## config.mk

```make
export PLATFORM = sky130hd
export DESIGN_NAME = decode_branch_unit
export DESIGN_NICKNAME = d
export VERILOG_FILES = /design/src/rtl/bru_pkg.sv /design/src/rtl/bru_datapath.sv /design/src/rtl/bru_control.sv /design/src/rtl/decode_branch_unit.sv
export SDC_FILE = /design/constraint.sdc
export NUM_CORES = 1
export LEC_CHECK = 0
export BUFFER_PORTS_ARGS = -buffer_cell sky130_fd_sc_hd__buf_2
export CAP_MARGIN = 20
export CELL_PAD_IN_SITES_DETAIL_PLACEMENT = 0
export CELL_PAD_IN_SITES_GLOBAL_PLACEMENT = 2
export CORE_ASPECT_RATIO = 0.5
export CORE_UTILIZATION = 28
export CTS_BUF_LIST = sky130_fd_sc_hd__clkbuf_8
export DETAILED_ROUTE_END_ITERATION = 12
export GPL_TIMING_DRIVEN = 0
export PLACE_DENSITY = 0.78
export SYNTH_ARGS = -nofsm -noshare
export SYNTH_HDL_FRONTEND = slang
export SYNTH_HIERARCHICAL = 1
export SYNTH_SLANG_ARGS = --single-unit
```

## constraint.sdc

```tcl
create_clock -name clk -period 2.5 [get_ports clk]
set_input_delay 0 -clock clk [delete_from_list [all_inputs] [get_ports clk]]
set_output_delay 0 -clock clk [all_outputs]
set_load 0.005 [all_outputs]
```

## src/rtl/bru_pkg.sv

```systemverilog
package bru_pkg;
  localparam int INSTR_W = 32;
  localparam int OPC_W   = 6;
  localparam int OFF_W   = 16;
  localparam int IDX_W   = 26;

  localparam logic [OPC_W-1:0] OPC_JUMP = 6'd2;
  localparam logic [OPC_W-1:0] OPC_BREQ = 6'd4;
  localparam logic [OPC_W-1:0] OPC_BRNE = 6'd5;

  typedef enum logic [1:0] {
    TGT_SEQ    = 2'd0,
    TGT_BRANCH = 2'd1,
    TGT_JUMP   = 2'd2
  } tgtSel_e;

  typedef struct packed {
    logic    hold;
    logic    redirect;
    tgtSel_e tgtSel;
  } ctrlStrobes_t;
endpackage

```

## src/rtl/bru_datapath.sv

```systemverilog
module bru_datapath
  import bru_pkg::*;
#(
  parameter int PC_W = 32,
  parameter int DATA_W = 32,
  parameter logic [PC_W-1:0] RESET_PC = '0
) (
  input  logic                 clk,
  input  logic                 rstN,
  input  ctrlStrobes_t         strobes,
  input  logic [INSTR_W-1:0]   fetchWord,
  input  logic [DATA_W-1:0]    rsVal,
  input  logic [DATA_W-1:0]    rtVal,
  output logic [PC_W-1:0]      pcQ,
  output logic [INSTR_W-1:0]   ifidInstr,
  output logic [PC_W-1:0]      ifidPcNext,
  output logic                 ifidValid,
  output logic                 opsEqual
);
  localparam logic [PC_W-1:0] INSTR_BYTES = PC_W'(4);
  localparam int SEXT_W = PC_W - OFF_W - 2;
  localparam int JHI_W  = PC_W - IDX_W - 2;

  logic [PC_W-1:0] pcPlus4;
  logic [PC_W-1:0] brOffset;
  logic [PC_W-1:0] brTarget;
  logic [PC_W-1:0] jmpTarget;
  logic [PC_W-1:0] nextPc;

  // Operand compare runs beside decode; register fields need no decoding here.
  assign opsEqual  = (rsVal == rtVal);
  assign pcPlus4   = pcQ + INSTR_BYTES;
  assign brOffset  = {{SEXT_W{ifidInstr[OFF_W-1]}}, ifidInstr[OFF_W-1:0], 2'b00};
  assign brTarget  = ifidPcNext + brOffset;
  assign jmpTarget = {ifidPcNext[PC_W-1 -: JHI_W], ifidInstr[IDX_W-1:0], 2'b00};

  always_comb begin
    nextPc = pcPlus4;
    if (strobes.redirect) begin
      case (strobes.tgtSel)
        TGT_JUMP: nextPc = jmpTarget;
        default:  nextPc = brTarget;
      endcase
    end
  end

  always_ff @(posedge clk or negedge rstN) begin
    if (!rstN) begin
      pcQ        <= RESET_PC;
      ifidInstr  <= '0;
      ifidPcNext <= '0;
      ifidValid  <= 1'b0;
    end else if (!strobes.hold) begin
      pcQ        <= nextPc;
      ifidPcNext <= pcPlus4;
      if (strobes.redirect) begin
        ifidInstr <= '0;
        ifidValid <= 1'b0;
      end else begin
        ifidInstr <= fetchWord;
        ifidValid <= 1'b1;
      end
    end
  end

  a_r2_seq_step: assert property (@(posedge clk) disable iff (!rstN)
    (!strobes.hold && !strobes.redirect) |=> (pcQ == $past(pcQ) + INSTR_BYTES) && ifidValid);

  a_r6_squash_slot: assert property (@(posedge clk) disable iff (!rstN)
    strobes.redirect |=> (!ifidValid && ifidInstr == '0));

  a_r8_hold_state: assert property (@(posedge clk) disable iff (!rstN)
    strobes.hold |=> ($stable(pcQ) && $stable(ifidInstr) && $stable(ifidValid) && $stable(ifidPcNext)));
endmodule

```

## src/rtl/bru_control.sv

```systemverilog
module bru_control
  import bru_pkg::*;
(
  input  logic             clk,
  input  logic             rstN,
  input  logic             stall,
  input  logic [OPC_W-1:0] opcode,
  input  logic             ifidValid,
  input  logic             opsEqual,
  output ctrlStrobes_t     strobes,
  output logic             flush
);
  logic isBrEq;
  logic isBrNe;
  logic isJump;
  logic takeBr;
  logic takeJmp;

  assign isBrEq  = (opcode == OPC_BREQ);
  assign isBrNe  = (opcode == OPC_BRNE);
  assign isJump  = (opcode == OPC_JUMP);
  assign takeBr  = ifidValid && ((isBrEq && opsEqual) || (isBrNe && !opsEqual));
  assign takeJmp = ifidValid && isJump;

  always_comb begin
    strobes.hold     = stall;
    strobes.redirect = !stall && (takeBr || takeJmp);
    if (!strobes.redirect)
      strobes.tgtSel = TGT_SEQ;
    else if (takeJmp)
      strobes.tgtSel = TGT_JUMP;
    else
      strobes.tgtSel = TGT_BRANCH;
  end

  assign flush = strobes.redirect;

  a_r3_beq_needs_equal: assert property (@(posedge clk) disable iff (!rstN)
    (flush && opcode == OPC_BREQ) |-> opsEqual);

  a_r4_bne_needs_differ: assert property (@(posedge clk) disable iff (!rstN)
    (flush && opcode == OPC_BRNE) |-> !opsEqual);

  a_r7_jump_redirects: assert property (@(posedge clk) disable iff (!rstN)
    (ifidValid && opcode == OPC_JUMP && !stall) |-> flush);

  a_r8_stall_no_flush: assert property (@(posedge clk) disable iff (!rstN)
    stall |-> !flush);

  a_r5_flush_needs_valid: assert property (@(posedge clk) disable iff (!rstN)
    flush |-> ifidValid);
endmodule

```

## src/rtl/decode_branch_unit.sv

```systemverilog
module decode_branch_unit
  import bru_pkg::*;
#(
  parameter int PC_W = 32,
  parameter int DATA_W = 32,
  parameter logic [PC_W-1:0] RESET_PC = '0
) (
  input  logic               clk,
  input  logic               rstN,
  input  logic               stall,
  input  logic [INSTR_W-1:0] fetchWord,
  input  logic [DATA_W-1:0]  rsVal,
  input  logic [DATA_W-1:0]  rtVal,
  output logic [PC_W-1:0]    fetchAddr,
  output logic [INSTR_W-1:0] ifidInstr,
  output logic [PC_W-1:0]    ifidPcNext,
  output logic               ifidValid,
  output logic               flush
);
  ctrlStrobes_t strobes;
  logic         opsEqual;

  bru_control uCtrl (
    .clk       (clk),
    .rstN      (rstN),
    .stall     (stall),
    .opcode    (ifidInstr[INSTR_W-1 -: OPC_W]),
    .ifidValid (ifidValid),
    .opsEqual  (opsEqual),
    .strobes   (strobes),
    .flush     (flush)
  );

  bru_datapath #(
    .PC_W     (PC_W),
    .DATA_W   (DATA_W),
    .RESET_PC (RESET_PC)
  ) uPath (
    .clk        (clk),
    .rstN       (rstN),
    .strobes    (strobes),
    .fetchWord  (fetchWord),
    .rsVal      (rsVal),
    .rtVal      (rtVal),
    .pcQ        (fetchAddr),
    .ifidInstr  (ifidInstr),
    .ifidPcNext (ifidPcNext),
    .ifidValid  (ifidValid),
    .opsEqual   (opsEqual)
  );

  a_r1_reset_quiet: assert property (@(posedge clk) disable iff (!rstN)
    $rose(rstN) |-> (!ifidValid && !flush));
endmodule

```

==> out/results.ini, run 1 <==
[run_status]
status = finished with violations
failed_checks = negative setup slack

[clock_tree]
htreeDepth = 3
cts_root_buf = clkbuf_8
cts_buffers = 9
cts_tree = yes
clockBufferDepth = 2
clk_pin_slew_ns = 0.10
clock_sinks = 97
clk_latency_ns = 0.41

[place]
place_ws_ns = -0.9894
place_congestion = 0.8722
port_buffers = 196
placed_cells = 1325
dp_hpwl_um = 21390

[global_routing]
antenna_found_initial = 1
grt_pass1_vias = 7161
grt_usage_pct = 23.02
grt_max_degree = 37
grt_pass1_wl_um = 43410
overflow = 0

[layout]
syn2layout_area_growth_pct = 40.69
drive_gt1_share_pct = 33.42
finalNonFillerCells = 1400
nFillCells = 2413
nNetsFinal = 1217

[routing]
drtPass1Iterations = 5
antenna_left = 0
vias = 7447
vias_per_cell = 5.319
drtIter0Drc = 526
wl_per_cell_um = 20.75
drt-total-wl_um = 29050
drcViolationCount = 0

[critical_path]
crit_cells = 9
cp_top_family = compound AO/OA/AOI/OAI gates
crit_path_end_kind = flip-flop
slowest_delay_ns = 0.47
worst-path-max-fanout = 6
ff2ff_path_depth = 9
cp_slowest_cell = dfrtp_2
cp_common_cell = a21oi_2
cp.arrival_ns = 3.12
crit_path_cell_trace = ha_2, a21oi_2, o221ai_1, a21oi_2, o221ai_4, or4_4, a31oi_4, xor2_1, o22ai_1
startpoint_type = flip-flop
critical_path_buf_inv_count = 0
critical_path_class = reg2reg
cp.required_ns = 2.79

[synthesis]
synth_edf_count = 0
seq_area_frac_synth_pct = 35.72
synth_top_area_cell = dfrtp_1
synthTopCellsByArea = dfrtp_1 (36%), xor2_1 (8.1%), nand2_1 (7.6%)
synthArstFlopShare_pct = 100.0
syn-instance-count = 820
synth-main-ff-cell = dfrtp_1
synth-seq-cells = 97
synth_warnings = 6
syn_avg_cell_area_um2 = 8.287
syn-num-nets = 950
synth_cell_type_count = 68
syn-cell-area_mm2 = 0.006795
synth_top_area_share_pct = 35.72

[timing]
setup_tns_ns = -1.540
slew_headroom_pct = 47.08
finalSetupViolCount = 9
final.min_clock_period_ns = 2.834
max_freq_ghz = 0.3528
tightestPinTransition_ns = 0.7938
drv_slew = 0
fin_crit_sh_pct = 113.4
layout_setup_ws_ns = -0.3344
rsz0062_at_grt = true
fin_skew_ns = 0.01614
hold_violations = 0

[floorplan]
die_h_um = 112.2
core_area_mm2 = 0.02332
fp.dieW_um = 222.3
rows = 39
start_util_pct = 29.13
pin_count = 197
die_area_mm2 = 0.02493

[power_and_ir_drop]
power.density_mw_per_mm2 = 838.9
p_leak_uw = 0.004278
ir_drop_uv = 284.1

[worst_hold_path]
hold_class = in2async

[run]
cap_violations = 0

## where the power goes
part           internal (uW)  switching, uW
sequential              2020            670
combinational           1950           2270
clock                    483            621
## cell usage after synthesis (3+ instances only)
cell type  count
nand2_1      137
nor4_1         9
a211oi_1       4
and3_1         9
a21o_1        13
a22o_1         4
buf_2          5
a21oi_1       60
nor2_1        44
buf_4          6
o211ai_1       6
mux2_2         4
o221ai_1      13
o21ai_0      102
nand2b_1       5
or4_1          3
nor2b_1        4
ha_1          30
nand4_1       14
a22oi_1        6
o22ai_1       10
and4_1         3
nor3_1        13
xor2_1        63
inv_1          7
buf_1          4
a31oi_1       13
dfrtp_1       97
xnor2_1       23
a311oi_1       3
a31o_2         3
o21ai_1        3
nand3_1       19
o21a_1         3
clkbuf_1      40
## placed cells by master, fill, tap and decap left out, drive strengths merged, types with 20 or more instances in the layout
| cell | instances |
|---|---|
| a21oi | 62 |
| buf | 246 |
| clkbuf | 44 |
| dfrtp | 97 |
| dlygate4sd3 | 33 |
| ha | 30 |
| nand2 | 137 |
| nand3 | 20 |
| nor2 | 45 |
| o21ai | 106 |
| xnor2 | 23 |
| xor2 | 63 |
## layout make-up
type / count / area [um^2] / area share [%]
timing repair buffer: 264 / 1629 / 17.04
inverter: 8 / 30.03 / 0.3141
sequential: 97 / 2440 / 25.52
clock inverter: 6 / 58.81 / 0.6151
antenna: 1 / 2.502 / 0.02617
clock buffer: 10 / 137.6 / 1.440
tap: 307 / 384.1 / 4.018
buffer: 49 / 265.3 / 2.775
multi-input combinational: 658 / 4613 / 48.25
## cell families after synthesis
kind of cell	after synthesis	share of synthesized area, %
xor+xnor	86	11.08
compound gates	261	23.31
simple gates	275	19.11
fa+ha+maj	31	5.818
mux	5	0.8101
flops	97	35.72
buf+inv	65	4.143
## state kept, by name (all words and copies together), names as in the netlist
register	count
uPath/ifidInstr	32
uPath/ifidPcNext	32
uPath/ifidValid	1
uPath/pcQ	32
## path summary, 6_finish.rpt
path | from | endpoint | slack (ns)
setup / recovery | uPath/ifidInstr[13] | uPath/pcQ[28] | -0.33
hold reg to reg | uPath/ifidPcNext[1] | uPath/pcQ[1] | 0.52
max in group asynchronous | rstN | uPath/ifidInstr[2] | 1.61
hold / removal | rstN | uPath/ifidInstr[8] | 0.07
setup reg to reg | uPath/ifidInstr[13] | uPath/pcQ[28] | -0.33
min in group clk | stall | uPath/pcQ[6] | 0.29
## what timing repair did
item / CTS / global route
pin swaps: 16 / 19
hold buffers: 33 / 0
gates cloned: 0 / 0
endpoints found under the hold margin: 93 / 0
resized for setup: 76 / 59
endpoints found under the setup margin: 41 / 44
buffers inserted: 20 / 14
## per-layer routing
metal  part of all wire (%)  up-vias  track usage [%]
met5                      0        -                0
met4                    1.2        0            5.185
met3                    5.8       22            4.529
met2                     45      254            36.34
met1                     48     3684            32.44
li1                       -     3487                -
## worst register-to-register path: cells and delay by family (launching register included)
| family | cells | cell delay, ns |
|---|---|---|
| AOI/OAI and AO/OA | 6 | 1.30 |
| DFF | 1 | 0.47 |
| and+or+nand+nor | 1 | 0.45 |
| adders and majority gates | 1 | 0.36 |
| xor gates and xnor gates | 1 | 0.15 |
## through the flow
stage,util [%],hold slack (ns),total power [uW],area [um^2]
finish,40.99,0.06767,8020,9560
global route,40.99,0.09582,8593,9560
CTS,39.58,0.06147,7684,9233
detailed placement,35.26,-0.03916,6123,8224
global placement,35.08,0.2370,6073,8182
floorplan,-,-0.2956,4723,6817
No activity file was read; power rests on OpenSTA's default activity.
==> run 2: changes to the inputs <==
TNS_END_PERCENT = 50   (was unset)
==> run 2 against run 1 <==
Net effect:
- clock power hardly changed
- clock skew hardly changed
- first-iteration DRC count down 6.8%
- total power is 1.8% lower
- the flow still finishes with violations (negative setup slack)
- sequential share of layout area is 0.38 points higher
- cell area is 1.5% lower
- fmax about the same
- global-route usage unchanged
- critical path type unchanged
- non-clock buffer count is 12 lower
- critical endpoint unchanged
- setup slack gained 0.0017 ns
==> out/results.ini, run 2 (same netlist as run 1, synthesis figures left out) <==
[clock_tree]
cts_tree = yes  ; unchanged
cts_root_buf = clkbuf_8  ; unchanged
htreeDepth = 3  ; unchanged
clockBufferDepth = 2  ; unchanged
cts_buffers = 9  ; unchanged
clk_pin_slew_ns = 0.10  ; about the same
clock_sinks = 97  ; unchanged
clk_latency_ns = 0.41  ; about the same

[timing]
layout_setup_ws_ns = -0.3327  ; was -0.3344 ns
tightestPinTransition_ns = 0.7934  ; was 0.7938 ns
final.min_clock_period_ns = 2.833  ; was 2.834 ns
finalSetupViolCount = 9  ; unchanged
slew_headroom_pct = 47.11  ; was 47.08%
fin_crit_sh_pct = 113.3  ; was 113.4%
rsz0062_at_grt = true  ; unchanged
fin_skew_ns = 0.01661  ; was 0.01614 ns
drv_slew = 0  ; unchanged
max_freq_ghz = 0.3530  ; was 0.3528 GHz
holdWs_ns = 0.06701  ; was 0.06767 ns
hold_violations = 0  ; unchanged

[run_status]
status = finished with violations  ; unchanged
failed_checks = negative setup slack  ; unchanged

[power_and_ir_drop]
switching_share_pct = 44.53  ; was 44.44%
power.density_mw_per_mm2 = 835.6  ; was 838.9 mW/mm^2
switching_power_uw = 3505  ; was 3564 uW
clock_power_share_pct = 14.0  ; was 13.8%
p_comb_share_pct = 51.7  ; was 52.7%
p_leak_uw = 0.004202  ; was 0.004278 uW
ir_drop_uv = 272.6  ; was 284.1 uV
p_int_uw = 4367  ; was 4456 uW
seqPwrFrac_pct = 34.3  ; was 33.6%

[critical_path]
cp.required_ns = 2.79  ; about the same
reg2reg_slack_ns = -0.33  ; about the same
startpoint_type = flip-flop  ; unchanged
ff2ff_path_depth = 10  ; was 9
crit_path_end_kind = flip-flop  ; unchanged
cp_slowest_cell = dfrtp_4  ; was dfrtp_2
critical_path_class = reg2reg  ; unchanged
r2r_start = uPath/ifidInstr[15]  ; was uPath/ifidInstr[13]
crit_path_cell_trace = buf_4, ha_2, a21oi_2, o21a_1, nand2b_1, o221ai_4, or4_4, a31oi_4, xor2_1, o22ai_1  ; was ha_2, a21oi_2, o221ai_1, a21oi_2, o221ai_4, or4_4, a31oi_4, xor2_1, o22ai_1
worst-path-max-fanout = 8  ; was 6
r2r_end = uPath/pcQ[28]  ; unchanged
cp-startpoint = uPath/ifidInstr[15]  ; was uPath/ifidInstr[13]
slowest_delay_ns = 0.54  ; was 0.47 ns
cp.arrival_ns = 3.12  ; about the same

[floorplan]
pin_count = 197  ; unchanged
die_area_mm2 = 0.02493  ; unchanged
start_util_pct = 29.13  ; unchanged
rows = 39  ; unchanged
core_area_mm2 = 0.02332  ; unchanged
die_h_um = 112.2  ; unchanged
fp.dieW_um = 222.3  ; unchanged

[global_routing]
grt-busiest-layer = met2  ; unchanged
use_met3_pct = 4.529  ; unchanged
grt_usage_pct = 23.02  ; unchanged
grtUsageMet2_pct = 36.36  ; was 36.34%
gr-usage-met1_pct = 32.42  ; was 32.44%
grt_pass1_vias = 7163  ; was 7161
overflow = 0  ; unchanged
antenna_found_initial = 1  ; unchanged
grt_pass1_wl_um = 43420  ; was 43410 um
grt_max_degree = 37  ; unchanged

[worst_hold_path]
hold_class = in2async  ; unchanged

[place]
place_congestion = 0.8722  ; unchanged
dp_hpwl_um = 21390  ; unchanged
port_buffers = 196  ; unchanged
placed_area_mm2 = 0.008224  ; unchanged

[routing]
drcViolationCount = 0  ; unchanged
drtIter0Drc = 490  ; was 526
antenna_left = 0  ; unchanged
wl_per_cell_um = 20.74  ; was 20.75 um
drt-total-wl_um = 28790  ; was 29050 um
drtPass1Iterations = 5  ; unchanged
vias = 7377  ; was 7447
vias_per_cell = 5.315  ; was 5.319

[run]
cap_violations = 0  ; unchanged

[layout]
syn2layout_area_growth_pct = 38.65  ; was 40.69%
final_area_mm2 = 0.009422  ; was 0.009560 mm^2
reg_top3 = uPath/ifidInstr (32), uPath/ifidPcNext (32), uPath/pcQ (32)  ; unchanged
nNetsFinal = 1205  ; was 1217
final_common_cell = buf_2  ; unchanged
drive_gt1_share_pct = 32.69  ; was 33.42%
layout_common_cells = buf_2 (201), nand2_1 (133), o21ai_0 (98)  ; was buf_2 (199), nand2_1 (132), o21ai_0 (97)

[run 2: cell count changes in the layout (fill, tap and decap cells not counted), sizes merged]
cell    delta
clkbuf     -3
buf        -9
[run 2: layout make-up]
cell class,count,area [um^2]
repair buffers,253,1538
flip-flops and latches,97,2440
diodes,1,2.502
inverters,8,30.03
clock buffers,10,137.6
well taps,307,384.1
plain buffers,48,246.5
multi-input cells,658,4584
fillers,2427,13900
clock inverters,6,58.81
[run 2: power groups by stage]
stage / Sequential (uW) / Combinational, uW / Clock (uW)
3_3_place_gp: 2680 / 3400 / 0
5_1_grt: 2780 / 4460 / 1210
2_1_floorplan: 2560 / 2160 / 0
4_1_cts: 2690 / 3850 / 1150
6_report: 2700 / 4070 / 1110
3_5_place_dp: 2700 / 3420 / 0
[run 2: timing repair]
| action | 4_1_cts | 5_1_grt |
|---|---|---|
| setup endpoints to repair | 41 | 44 |
| endpoints found under the hold margin | 93 | 0 |
| pin swaps | 17 | 9 |
| setup buffers | 20 | 3 |
| hold buffers | 33 | 0 |
| resized for setup | 76 | 46 |
[run 2: stage by stage]
stage	std cells	setup TNS, ns	util (%)	worst slack, ns	total power (uW)
CTS	1386	-1.304	39.59	-0.3696	7684
global route	1388	-2.713	40.39	-0.4285	8452
finish	1388	-1.329	40.39	-0.3327	7872
floorplan	820	-0.09396	-	-0.09396	4723
global placement	1323	-30.58	35.08	-0.9684	6073
detailed placement	1325	-32.25	35.26	-0.9894	6123
[run 2: worst max-delay path by stage]
stage | endpoint | slack, ns
2_1_floorplan | uPath/pcQ[28] | -0.09
3_3_place_gp | uPath/pcQ[27] | -0.97
6_report | uPath/pcQ[28] | -0.33
3_5_place_dp | uPath/pcQ[11] | -0.99
5_1_grt | uPath/pcQ[28] | -0.43
4_1_cts | uPath/pcQ[28] | -0.37
[run 2: critical path: cells and delay by family (launching register included)]
kind | cells | cell delay (ns)
buffers and inverters | 1 | 0.17
and+or+nand+nor | 2 | 0.64
adders and majority gates | 1 | 0.37
AOI/OAI and AO/OA | 5 | 0.82
xor gates and xnor gates | 1 | 0.16
DFF | 1 | 0.54
[run 2: metal layers]
metal	up-vias	wire [um]
met5	-	0
met4	0	338
met3	23	1739
met2	256	12820
met1	3634	13900
li1	3464	-
